`src/rtl/serial_tx_pkg.sv`:
```
package serial_tx_pkg;

    localparam logic LINE_MARK  = 1'b1;
    localparam logic LINE_START = 1'b0;

    // start + data + parity + stop
    function automatic int frame_bits(input int data_w);
        return data_w + 3;
    endfunction

    // register holds everything except the stop bit, which is shifted in
    function automatic int shreg_bits(input int data_w);
        return data_w + 2;
    endfunction

endpackage

```
`src/rtl/tx_parity_gen.sv`:
```
module tx_parity_gen #(
    parameter int WIDTH = 8
) (
    input  logic [WIDTH-1:0] data_i,
    output logic             par_o
);
    // XOR chain: chain[k] is the even parity of data_i[k-1:0]
    logic [WIDTH:0] chain;

    assign chain[0] = 1'b0;

    for (genvar k = 0; k < WIDTH; k++) begin : g_xor
        assign chain[k+1] = chain[k] ^ data_i[k];
    end

    // odd parity: total ones including this bit is odd
    assign par_o = ~chain[WIDTH];

endmodule

```
`src/rtl/tx_shift_reg.sv`:
```
module tx_shift_reg
    import serial_tx_pkg::*;
#(
    parameter int WIDTH = 10
) (
    input  logic             clk_i,
    input  logic             rst_i,
    input  logic             load_i,
    input  logic [WIDTH-1:0] word_i,
    output logic             ser_o
);
    typedef struct packed {
        logic [WIDTH-1:0] bits;
    } shreg_t;

    shreg_t st_d, st_q;

    always_comb begin
        st_d = st_q;
        if (load_i) begin
            st_d.bits = word_i;
        end else begin
            st_d.bits = {LINE_MARK, st_q.bits[WIDTH-1:1]};
        end
    end

    always_ff @(posedge clk_i) begin
        if (rst_i) begin
            st_q.bits <= '1;
        end else begin
            st_q <= st_d;
        end
    end

    assign ser_o = st_q.bits[0];

endmodule

```
`src/rtl/tx_frame_ctr.sv`:
```
module tx_frame_ctr #(
    parameter int MODULUS = 11,
    localparam int CW     = $clog2(MODULUS)
) (
    input  logic clk_i,
    input  logic rst_i,
    input  logic start_i,
    output logic tc_o
);
    localparam logic [CW-1:0] TOP = CW'(MODULUS - 1);

    typedef struct packed {
        logic [CW-1:0] cnt;
    } ctr_t;

    ctr_t st_d, st_q;
    logic tc;
    logic en;

    assign tc = (st_q.cnt == '0);
    assign en = start_i | ~tc;

    always_comb begin
        st_d = st_q;
        if (en) begin
            if (tc) begin
                st_d.cnt = TOP;
            end else begin
                st_d.cnt = st_q.cnt - 1'b1;
            end
        end
    end

    always_ff @(posedge clk_i) begin
        if (rst_i) begin
            st_q.cnt <= '0;
        end else begin
            st_q <= st_d;
        end
    end

    assign tc_o = tc;

endmodule

```
`src/rtl/serial_frame_tx.sv`:
```
module serial_frame_tx
    import serial_tx_pkg::*;
#(
    parameter int DATA_W = 8
) (
    input  logic              clk_i,
    input  logic              rst_i,
    input  logic [DATA_W-1:0] data_i,
    input  logic              wr_i,
    output logic              tx_o,
    output logic              ready_o
);
    localparam int FRAME_LEN = frame_bits(DATA_W);
    localparam int SHREG_W   = shreg_bits(DATA_W);

    logic               idle;
    logic               accept;
    logic               par;
    logic [SHREG_W-1:0] word;

    // writes only while idle, so a running frame is never disturbed
    assign accept = wr_i & idle;
    assign word   = {par, data_i, LINE_START};

    tx_parity_gen #(.WIDTH(DATA_W)) u_par (
        .data_i (data_i),
        .par_o  (par)
    );

    tx_shift_reg #(.WIDTH(SHREG_W)) u_shreg (
        .clk_i  (clk_i),
        .rst_i  (rst_i),
        .load_i (accept),
        .word_i (word),
        .ser_o  (tx_o)
    );

    tx_frame_ctr #(.MODULUS(FRAME_LEN)) u_ctr (
        .clk_i   (clk_i),
        .rst_i   (rst_i),
        .start_i (accept),
        .tc_o    (idle)
    );

    assign ready_o = idle;

endmodule

```
`config.mk`:
```
export PLATFORM = sky130hd
export DESIGN_NAME = serial_frame_tx
export DESIGN_NICKNAME = d
export VERILOG_FILES = /design/src/rtl/serial_tx_pkg.sv /design/src/rtl/tx_parity_gen.sv /design/src/rtl/tx_shift_reg.sv /design/src/rtl/tx_frame_ctr.sv /design/src/rtl/serial_frame_tx.sv
export SDC_FILE = /design/constraint.sdc
export NUM_CORES = 1
export LEC_CHECK = 0
export ABC_AREA = 0
export BUFFER_PORTS_ARGS = -buffer_cell sky130_fd_sc_hd__buf_2
export CELL_PAD_IN_SITES_DETAIL_PLACEMENT = 1
export CELL_PAD_IN_SITES_GLOBAL_PLACEMENT = 1
export CORE_MARGIN = 8
export CORE_UTILIZATION = 43
export CTS_BUF_LIST = sky130_fd_sc_hd__clkbuf_8
export DETAILED_ROUTE_END_ITERATION = 16
export PLACE_DENSITY = 0.92
export RECOVER_POWER = 25
export REMOVE_ABC_BUFFERS = 1
export SLEW_MARGIN = 0
export SYNTH_ARGS = -nofsm -noshare
export SYNTH_HDL_FRONTEND = slang
export SYNTH_SLANG_ARGS = --single-unit
```
`constraint.sdc`:
```
create_clock -name clk_i -period 3.5 [get_ports clk_i]
set_input_delay 1.05 -clock clk_i [delete_from_list [all_inputs] [get_ports clk_i]]
set_output_delay 1.05 -clock clk_i [all_outputs]
set_load 0.03 [all_outputs]
```
[After elaboration in Yosys (flattened, before gate mapping)]
Index checks and enable logic that the tools add are counted.
Operators by class
  $add $sub $neg: 1
  muxes and demuxes: 2
  bitwise operators: 12
  reduce and logical (&&, ||, !) cells: 2
Operators by type and width (number)
  2-to-1 mux 9 bit: 1
  XOR 1 bit: 7
  logical NOT 4 bit: 1
  2-to-1 mux 4 bit: 1
  subtractor 4 x 1 -> 4 bit, second input constant: 1
  inverter 1 bit: 3
  OR reduction 2 bit: 1
  bitwise AND 1 bit: 1
  bitwise OR 1 bit: 1
Word-level totals
  register bits: 14
  output and inout port bits: 2
  logic and storage cells: 20

[Longest topological paths before layout]
Gate-level depths: netlist of the first run.
  word-level depth: 8
  gate-level depth with buffers: 7
  depth with buffers taken out: 7

[By module]
From an unflattened synthesis of the first run, not the netlist that was laid out.
Second synthesis, totals
  cells, all modules: 65
  area, all modules: 665.6 µm²
Modules (own cells, without submodules)
  tx_shift_reg: instances 1, cells an instance 33, area each 374.1 µm², seq. area each 200.2 µm²
  tx_frame_ctr: instances 1, cells an instance 23, area each 220.2 µm², seq. area each 80.1 µm²
  tx_parity_gen: instances 1, cells an instance 7, area each 61.3 µm², seq. area each 0.0 µm²
  serial_frame_tx: instances 1, cells an instance 2, area each 10.0 µm², seq. area each 0.0 µm²

[Worst setup path after synthesis of the first run]
OpenSTA, ideal clock, no wires.
  path kind: reg2out
  start: register u_ctr.st_q[0] (netlist bit)
  end: output port ready_o
  data arrival time: 1.096 ns
  data required time: 2.450 ns
  path slack: 1.354 ns
  cell stages (with the launch flop): 5
  path buffers: 0
  cells stage by stage: dfxtp_1 -> inv_1 -> ha_1 -> or3b_4 -> clkinv_4
On the way
  cells in the longest elaborated chain, start to end: 1
Ends and longest elaborated chain
  start, declared: RTL line tx_frame_ctr.sv:16  | ctr_t st_d, st_q;
  start signal, assigned: RTL line tx_frame_ctr.sv:38  | st_q <= st_d;
  logical NOT 4 bit: RTL line tx_frame_ctr.sv:20  | assign tc = (st_q.cnt == '0);
  end, declared: RTL line serial_frame_tx.sv:11  | output logic ready_o
Every way passes these cells.

[Worst setup path in the final report of the first run]
Ends and elaborated chain as after synthesis.

==> reports/results.txt, run 1 <==
Routed WL: 1650 µm
CP Class: flop to primary output
crit path launch: u_ctr.st_q[0]
RR Startpoint: u_ctr.st_q[0]
leading area contributor after synthesis: dfxtp_1
Worst Hold Path Cells: 2
Crit path required time: 2.45 ns
Post-CTS Setup Bufs: 0
Via Count: 521
Longest Clk Path Bufs: 2
dpl hpwl: 1110 µm
io pins: 13
relative slew slack: 66.6%
GPL Wtd Cong: 0.664
Netlist cell types: 20
H-tree lvl count: 1
clock power share: 24.9%
worst-skew pair later-pin latency: 0.26 ns
Clock transition at path regs: 0.07 ns
CTS sink cnt: 14
Worst R2R Path Depth: 6
endpoints failing setup: 0
pin count of the biggest net entering global routing: 15
Synth top area share: 45.7%
synthesized area: 613 µm²
Syn. warnings: 0
Vias per Instance: 5.26
switching power: 261 µW
DRC viols: 0
Hold-fix buffers, CTS: 0
Max-Cap Viols: 0
antenna-violating nets left: 0
Peak VDD IR: 0.422 mV
status: finished clean
pwr/cell area: 918 nW/µm²
Final Max Slew Viols: 0
RR Endpoint: u_shreg.st_q[9]
total CTS buffers: 3
CP max stage cell: or3b_1
arrival time at the worst endpoint: 1.75 ns
Core Region: 1320 µm²
initial antenna violation count: 0
Die Span Y: 53.8 µm
critical path cell sequence: inv_1 -> ha_1 -> or3b_1 -> clkinvlp_2 -> buf_2
CP max stage delay: 0.45 ns
synthesized area per cell: 8.89 µm²
min-delay src: u_shreg.st_q[3]
crit share post-route: 79.9%
All-Layer GR Usage: 13.5%
Critical Path Sink Type: primary output
Logic pwr share: 39.7%
Final Hold Viols: 0
Switching Fraction: 39.0%
Worst Max-Slew Pin Slew: 0.501 ns
Lkg Pwr: 0.000326 µW
register area share after synthesis: 45.7%
gr ovfl total: 0
Tightest Hold Check Type: flop to flop
setup slack at placement: 1.11 ns
Int Pwr: 408 µW
Flop pwr share: 35.4%
Yosys reg bits: 14
DIE AREA: 2890 µm²
Hold Path End: u_shreg.st_q[2]
die width: 53.8 µm
ratio of cells with drive above 1 in the final layout: 20.2%
Setup Skew: 0.00740 ns
initial core utilization: 46.5%
Pre-antenna DRT Iters: 4
# diodes: 0
first-pass GRT wire length: 2700 µm
Syn Inst Count: 69
TritonCTS clock tree: done
Row Count: 13
CTS root buf: clkbuf_8
dominant cells by area after synthesis: dfxtp_1 46%, xnor2_1 10%, nand2_1 9.8%
number of global-route vias before repair: 579
Max FO, Critical Path: 4
RSZ-0062 raised after global routing: false
Final TNS setup: 0 ns
min Tclk post-route: 2.80 ns
Final #Nets: 97
Critical Path Start Type: flop
area grow syn2layout: 18.8%
wire per inst: 16.6 µm
PortBufs: 12
fmax: 358 MHz
1st-iter DRT viols: 3
Resized cells post-CTS: 0
reg2reg setup slack: 1.44 ns
worst setup margin: 0.703 ns
## registers in the layout (all words and copies together) (netlist names)
| signal | flops |
|---|---|
| u_shreg.st_q | 10 |
| u_ctr.st_q | 4 |
## kinds of logic (layout without fill, tap and decap cells)
group	after synthesis	count (layout)	share of synthesized area [%]
AOI/OAI and AO/OA	8	8	8.37
xor gates and xnor gates	7	7	10.0
adders and majority gates	1	1	2.04
buffers and inverters	6	21	4.49
DFF	14	14	45.7
muxes	1	1	1.63
and+or+nand+nor	32	32	27.8
## worst max-delay path: cells and delay by family, from the launching register on
| kind | cells | cell delay, ns |
|---|---|---|
| adders and majority gates | 1 | 0.24 |
| buffers and inverters | 3 | 0.49 |
| DFF | 1 | 0.32 |
| and+or+nand+nor | 1 | 0.45 |
## power groups by stage
| stage | Combinational, µW | Sequential, µW | Clock [µW] |
|---|---|---|---|
| final | 265 | 236 | 167 |
| after global routing | 293 | 241 | 176 |
| after CTS | 291 | 237 | 169 |
| after detailed placement | 283 | 239 | 0 |
| after global placement | 261 | 236 | 0 |
| after floorplan | 203 | 241 | 0 |
## metrics by stage
| stage | power (µW) | hold slack [ns] | util, % | std cells | cell area (µm²) |
|---|---|---|---|---|---|
| final | 668 | 0.446 | 55.3 | 99 | 728 |
| after global routing | 710 | 0.461 | 55.3 | 99 | 728 |
| after CTS | 698 | 0.454 | 56.4 | 99 | 743 |
| after detailed placement | 522 | 0.437 | 52.2 | 95 | 688 |
| after global placement | 497 | 0.412 | 52.2 | 95 | 688 |
| after floorplan | 443 | 0.403 | - | 68 | 609 |
## per-layer routing
metal	vias to the layer above	part of all wire, %	wire (µm)	GRT usage, %
li1	255	-	-	-
met1	247	45	749	13.9
met2	15	47	780	22.6
met3	4	4.9	80	5.51
met4	0	2.2	36	7.56
met5	-	0	0	0
## layout by cell type, fill, tap and decap left out
cell,Yosys,final
xnor2_1,7,7
nor2_1,4,4
or3_1,1,1
or3b_1,0,1
a21oi_1,2,2
inv_1,4,4
ha_1,1,1
a21o_1,1,1
nand3b_1,8,8
mux2i_1,1,1
buf_2,0,11
a211oi_1,1,1
nor2_2,1,1
o31ai_1,1,1
o21ai_0,2,2
clkinvlp_2,0,1
nand2_1,16,17
a221oi_1,1,1
clkbuf_8,0,4
clkbuf_1,1,1
dfxtp_1,14,14
## area by class of cell
cell class / count / area [µm²]
fillers: 159 / 589
multi-input cells: 49 / 295
flip-flops and latches: 14 / 280
repair buffers: 12 / 58.8
clock buffers: 4 / 55.1
inverters: 5 / 20.0
well taps: 15 / 18.8
## cell usage after synthesis
cell type	n
or3_1	1
nand3b_1	8
xnor2_1	7
mux2i_1	1
a21oi_1	2
nor2_1	4
o21ai_0	2
dfxtp_1	14
nand2_1	16
nor2_2	1
o31ai_1	1
a211oi_1	1
ha_1	1
inv_1	4
clkbuf_1	1
nand2_4	1
clkinv_4	1
a21o_1	1
a221oi_1	1
or3b_4	1
## worst max-delay path by stage
| stage | depth (start not counted) | endpoint |
|---|---|---|
| final | 5 | ready_o |
| after global placement | 5 | ready_o |
| after floorplan | 4 | ready_o |
| after global routing | 5 | ready_o |
| after CTS | 5 | ready_o |
| after detailed placement | 5 | ready_o |
(Power assumes the default switching activity.)
==> run 2: changes to the inputs <==
Settings changed: CORE_UTILIZATION 43 to 40, PLACE_DENSITY 0.92 to 0.87.
Clock period 3.5 ns to 2.7 ns, I/O delays scaled along.
==> reports/results.txt, run 2 (synthesized netlist as in run 1, its figures left out) <==
status: finished clean
pin count of the biggest net entering global routing: 15
fin cells: 100
critical path cell sequence: inv_1 -> ha_1 -> or3b_1 -> clkinv_4 -> buf_2
number of global-route vias before repair: 592
Final TNS setup: 0 ns
most frequent cells in the layout: 16 x nand2_1, 14 x dfxtp_1, 10 x buf_2
die width: 55.2 µm
max reg flops: 10
Hold-fix buffers, CTS: 0
crit share post-route: 91.0%
worst-skew pair later-pin latency: 0.24 ns
clock power share: 23.6%
# diodes: 0
gr ovfl total: 0
relative slew slack: 75.6%
CTS root buf: clkbuf_8
CP max stage cell: or3b_1
Final Hold Viols: 0
kind of cell adding the most delay to the critical path: simple AND/OR/NAND/NOR gates
Top Registers: u_shreg.st_q: 10 flops, u_ctr.st_q: 4 flops
Clock transition at path regs: 0.06 ns
initial core utilization: 41.7%
H-tree lvl count: 1
placed insts: 96
CTS sink cnt: 14
Row Count: 14
Resized cells post-CTS: 0
wire per inst: 16.0 µm
Lkg Pwr: 0.000335 µW
CP Class: flop to primary output
Int Pwr: 532 µW
Post-CTS Setup Bufs: 0
Final Max Slew Viols: 0
Longest Clk Path Bufs: 2
Setup Skew: 0.00215 ns
Vias per Instance: 5.14
first-pass GRT wire length: 2630 µm
Fill cells: 191
initial antenna violation count: 0
Crit path required time: 1.89 ns
Critical Path Sink Type: primary output
switching power: 329 µW
Core Region: 1470 µm²
Switching Fraction: 38.2%
Via Count: 514
Critical Path Start Type: flop
ratio of cells with drive above 1 in the final layout: 20.2%
Buf/Inv on CP: 3
Max-Cap Viols: 0
worst hold slack: 0.437 ns
Die Span Y: 55.2 µm
CP max stage delay: 0.46 ns
area of the multi-input gates: 303 µm²
io pins: 13
DRC viols: 0
PortBufs: 12
DIE AREA: 3040 µm²
Final #Nets: 97
dpl hpwl: 1100 µm
Sequential cell area: 280 µm²
antenna-violating nets left: 0
Max FO, Critical Path: 4
Top reg by flops: u_shreg.st_q
min Tclk post-route: 2.46 ns
RSZ-0062 raised after global routing: false
Tightest Hold Check Type: flop to flop
arrival time at the worst endpoint: 1.65 ns
1st-iter DRT viols: 2
total CTS buffers: 3
Worst Max-Slew Pin Slew: 0.367 ns
pwr/cell area: 1160 nW/µm²
area grow syn2layout: 20.6%
GPL Wtd Cong: 0.720
leading cell type in the layout, fill and taps excluded: nand2_1
fmax: 407 MHz
All-Layer GR Usage: 12.3%
Peak VDD IR: 0.503 mV
Pre-antenna DRT Iters: 2
TritonCTS clock tree: done
Logic pwr share: 40.9%
endpoints failing setup: 0
Routed WL: 1600 µm
Flop pwr share: 35.5%
==> run 2: changes by cell type in the layout (fill, tap and decap cells not counted) <==
cell / change
clkbuf_1: +1
clkinv_4: +1
buf_2: -1
nand2_1: -1
clkinvlp_2: -1
nand2_4: +1
==> run 2: cell type report <==
class / instances / area share [%]
Multi-Input combinational cell: 49 / 40.9
Clock buffer: 4 / 7.45
Sequential cell: 14 / 37.9
Timing Repair Buffer: 12 / 7.78
Tap cell: 16 / 2.71
Inverter: 5 / 3.21
==> run 2: worst paths after layout <==
kind	startpoint	to	slack, ns	cells after the start
hold / removal	u_shreg.st_q[1]	u_shreg.st_q[0]	0.44	1
setup / recovery	u_ctr.st_q[0]	ready_o	0.24	5
hold reg to reg	u_shreg.st_q[1]	u_shreg.st_q[0]	0.44	1
setup reg to reg	u_ctr.st_q[0]	u_shreg.st_q[9]	0.90	6
==> run 2: stage by stage <==
| stage | setup slack (ns) | total power (µW) | utilization (%) | instance area (µm²) |
|---|---|---|---|---|
| final | 0.244 | 861 | 50.3 | 739 |
| after global routing | 0.164 | 920 | 50.3 | 739 |
| after CTS | 0.294 | 878 | 50.6 | 744 |
| after detailed placement | 0.554 | 665 | 46.9 | 689 |
| after global placement | 0.612 | 644 | 46.9 | 689 |
| after floorplan | 0.794 | 574 | - | 609 |
==> run 2: power by group through the flow <==
stage	logic, µW	clock network, µW	registers [µW]
floorplan	263	0	312
global placement	338	0	306
detailed placement	355	0	310
CTS	368	204	306
global route	392	213	315
finish	352	203	306
==> run 2: layer usage <==
layer  global-route usage, %  wire length [µm]
met1                    11.4               584
met2                    23.5               909
met3                    4.55                89
met4                    4.80                17
met5                       0                 0
==> run 3: changes to the inputs <==
Settings changed: RECOVER_POWER 25 to unset.
==> reports/results.txt, run 3 (synthesized netlist as in run 1, its figures left out) <==
status: finished clean
initial core utilization: 41.7%
CTS root buf: clkbuf_8
gr ovfl total: 0
Power Total: 870 µW
Longest Clk Path Bufs: 2
Top reg by flops: u_shreg.st_q
Logic pwr share: 41.7%
RR Endpoint: u_shreg.st_q[9]
CP max stage delay: 0.43 ns
clock power share: 23.1%
RSZ-0062 raised after global routing: false
Worst Max-Slew Pin Slew: 0.351 ns
Tightest Hold Check Type: flop to flop
setup slack at placement: 0.554 ns
Sequential cell area: 280 µm²
die width: 55.2 µm
CP max stage cell: or3b_4
Critical Path Sink: ready_o
Lkg Pwr: 0.000340 µW
CTS sink cnt: 14
endpoints failing setup: 0
min-delay src: u_shreg.st_q[1]
min Tclk post-route: 2.40 ns
total CTS buffers: 3
most frequent cells in the layout: 16 x nand2_1, 14 x dfxtp_1, 12 x buf_2
Buf/Inv on CP: 3
DRC viols: 0
crit path launch: u_ctr.st_q[0]
crit share post-route: 88.7%
Die Span Y: 55.2 µm
leading cell type in the layout, fill and taps excluded: nand2_1
first-pass GRT wire length: 2630 µm
worst-skew pair later-pin latency: 0.24 ns
area of the multi-input gates: 305 µm²
area grow syn2layout: 21.4%
Post-CTS Setup Bufs: 0
pwr/cell area: 1170 nW/µm²
Row Count: 14
Vias per Instance: 5.11
Clock transition at path regs: 0.06 ns
Hold-fix buffers, CTS: 0
critical path cell sequence: inv_1 -> ha_1 -> or3b_4 -> clkinv_4 -> buf_2
CP Class: flop to primary output
ratio of cells with drive above 1 in the final layout: 23.8%
GPL Wtd Cong: 0.720
Setup Skew: 0.00277 ns
fmax: 417 MHz
All-Layer GR Usage: 12.3%
# diodes: 0
DIE AREA: 3040 µm²
pin count of the biggest net entering global routing: 15
Final Hold Viols: 0
kind of cell adding the most delay to the critical path: simple AND/OR/NAND/NOR gates
Core Region: 1470 µm²
Final TNS setup: 0 ns
Switching Fraction: 37.5%
RR Startpoint: u_ctr.st_q[0]
1st-iter DRT viols: 0
max reg flops: 10
Via Count: 511
H-tree lvl count: 1
initial antenna violation count: 0
arrival time at the worst endpoint: 1.59 ns
number of global-route vias before repair: 592
PortBufs: 12
relative slew slack: 76.6%
Critical Path Sink Type: primary output
io pins: 13
Routed WL: 1590 µm
Peak VDD IR: 0.504 mV
Int Pwr: 544 µW
wire per inst: 15.9 µm
Max FO, Critical Path: 4
Resized cells post-CTS: 0
Critical Path Start Type: flop
Worst R2R Path Depth: 6
CP Depth: 5
Crit path required time: 1.89 ns
worst setup margin: 0.305 ns
reg2reg setup slack: 0.97 ns
Fill cells: 190
Pre-antenna DRT Iters: 1
Flop pwr share: 35.2%
antenna-violating nets left: 0
Final #Nets: 97
switching power: 326 µW
Final Max Slew Viols: 0
Max-Cap Viols: 0
TritonCTS clock tree: done
Top Registers: u_shreg.st_q: 10 flops, u_ctr.st_q: 4 flops
dpl hpwl: 1100 µm
-- run 3: changes by cell type in the layout (fill, tap and decap cells not counted) --
cell,change
or3b_4,+1
buf_2,+2
clkbuf_1,-2
or3b_1,-1
-- run 3: per-layer routing --
layer  wire (µm)  up-vias  GRT usage [%]
li1            -      255              -
met1         593      244           11.4
met2         894       10           23.5
met3          88        2           4.55
met4          17        0           4.80
met5           0        -              0
-- run 3: power groups by stage --
| stage | registers (µW) | logic (µW) | clock network, µW |
|---|---|---|---|
| floorplan | 312 | 263 | 0 |
| global placement | 306 | 338 | 0 |
| detailed placement | 310 | 355 | 0 |
| CTS | 306 | 368 | 204 |
| global route | 315 | 405 | 213 |
| finish | 306 | 363 | 201 |
-- run 3: area by class of cell --
| cell class | count | area share (%) |
|---|---|---|
| inverters | 5 | 3.19 |
| well taps | 16 | 2.69 |
| repair buffers | 12 | 8.07 |
| flip-flops and latches | 14 | 37.6 |
| clock buffers | 4 | 7.39 |
| multi-input cells | 49 | 41.0 |
-- run 3: how the worst min path moves through the flow --
stage	endpoint	slack, ns	cells after the start
floorplan	u_shreg.st_q[0]	0.40	1
global placement	u_shreg.st_q[0]	0.41	1
detailed placement	u_shreg.st_q[0]	0.43	1
CTS	u_shreg.st_q[0]	0.44	1
global route	u_shreg.st_q[0]	0.47	1
finish	u_shreg.st_q[0]	0.44	1
-- run 3: per-stage QoR --
stage,util (%),hold WS (ns),std cells,cell area (µm²)
floorplan,-,0.403,68,609
detailed placement,46.9,0.427,96,689
finish,50.6,0.437,100,744
CTS,50.6,0.443,100,744
global placement,46.9,0.410,96,689
global route,50.6,0.470,100,744
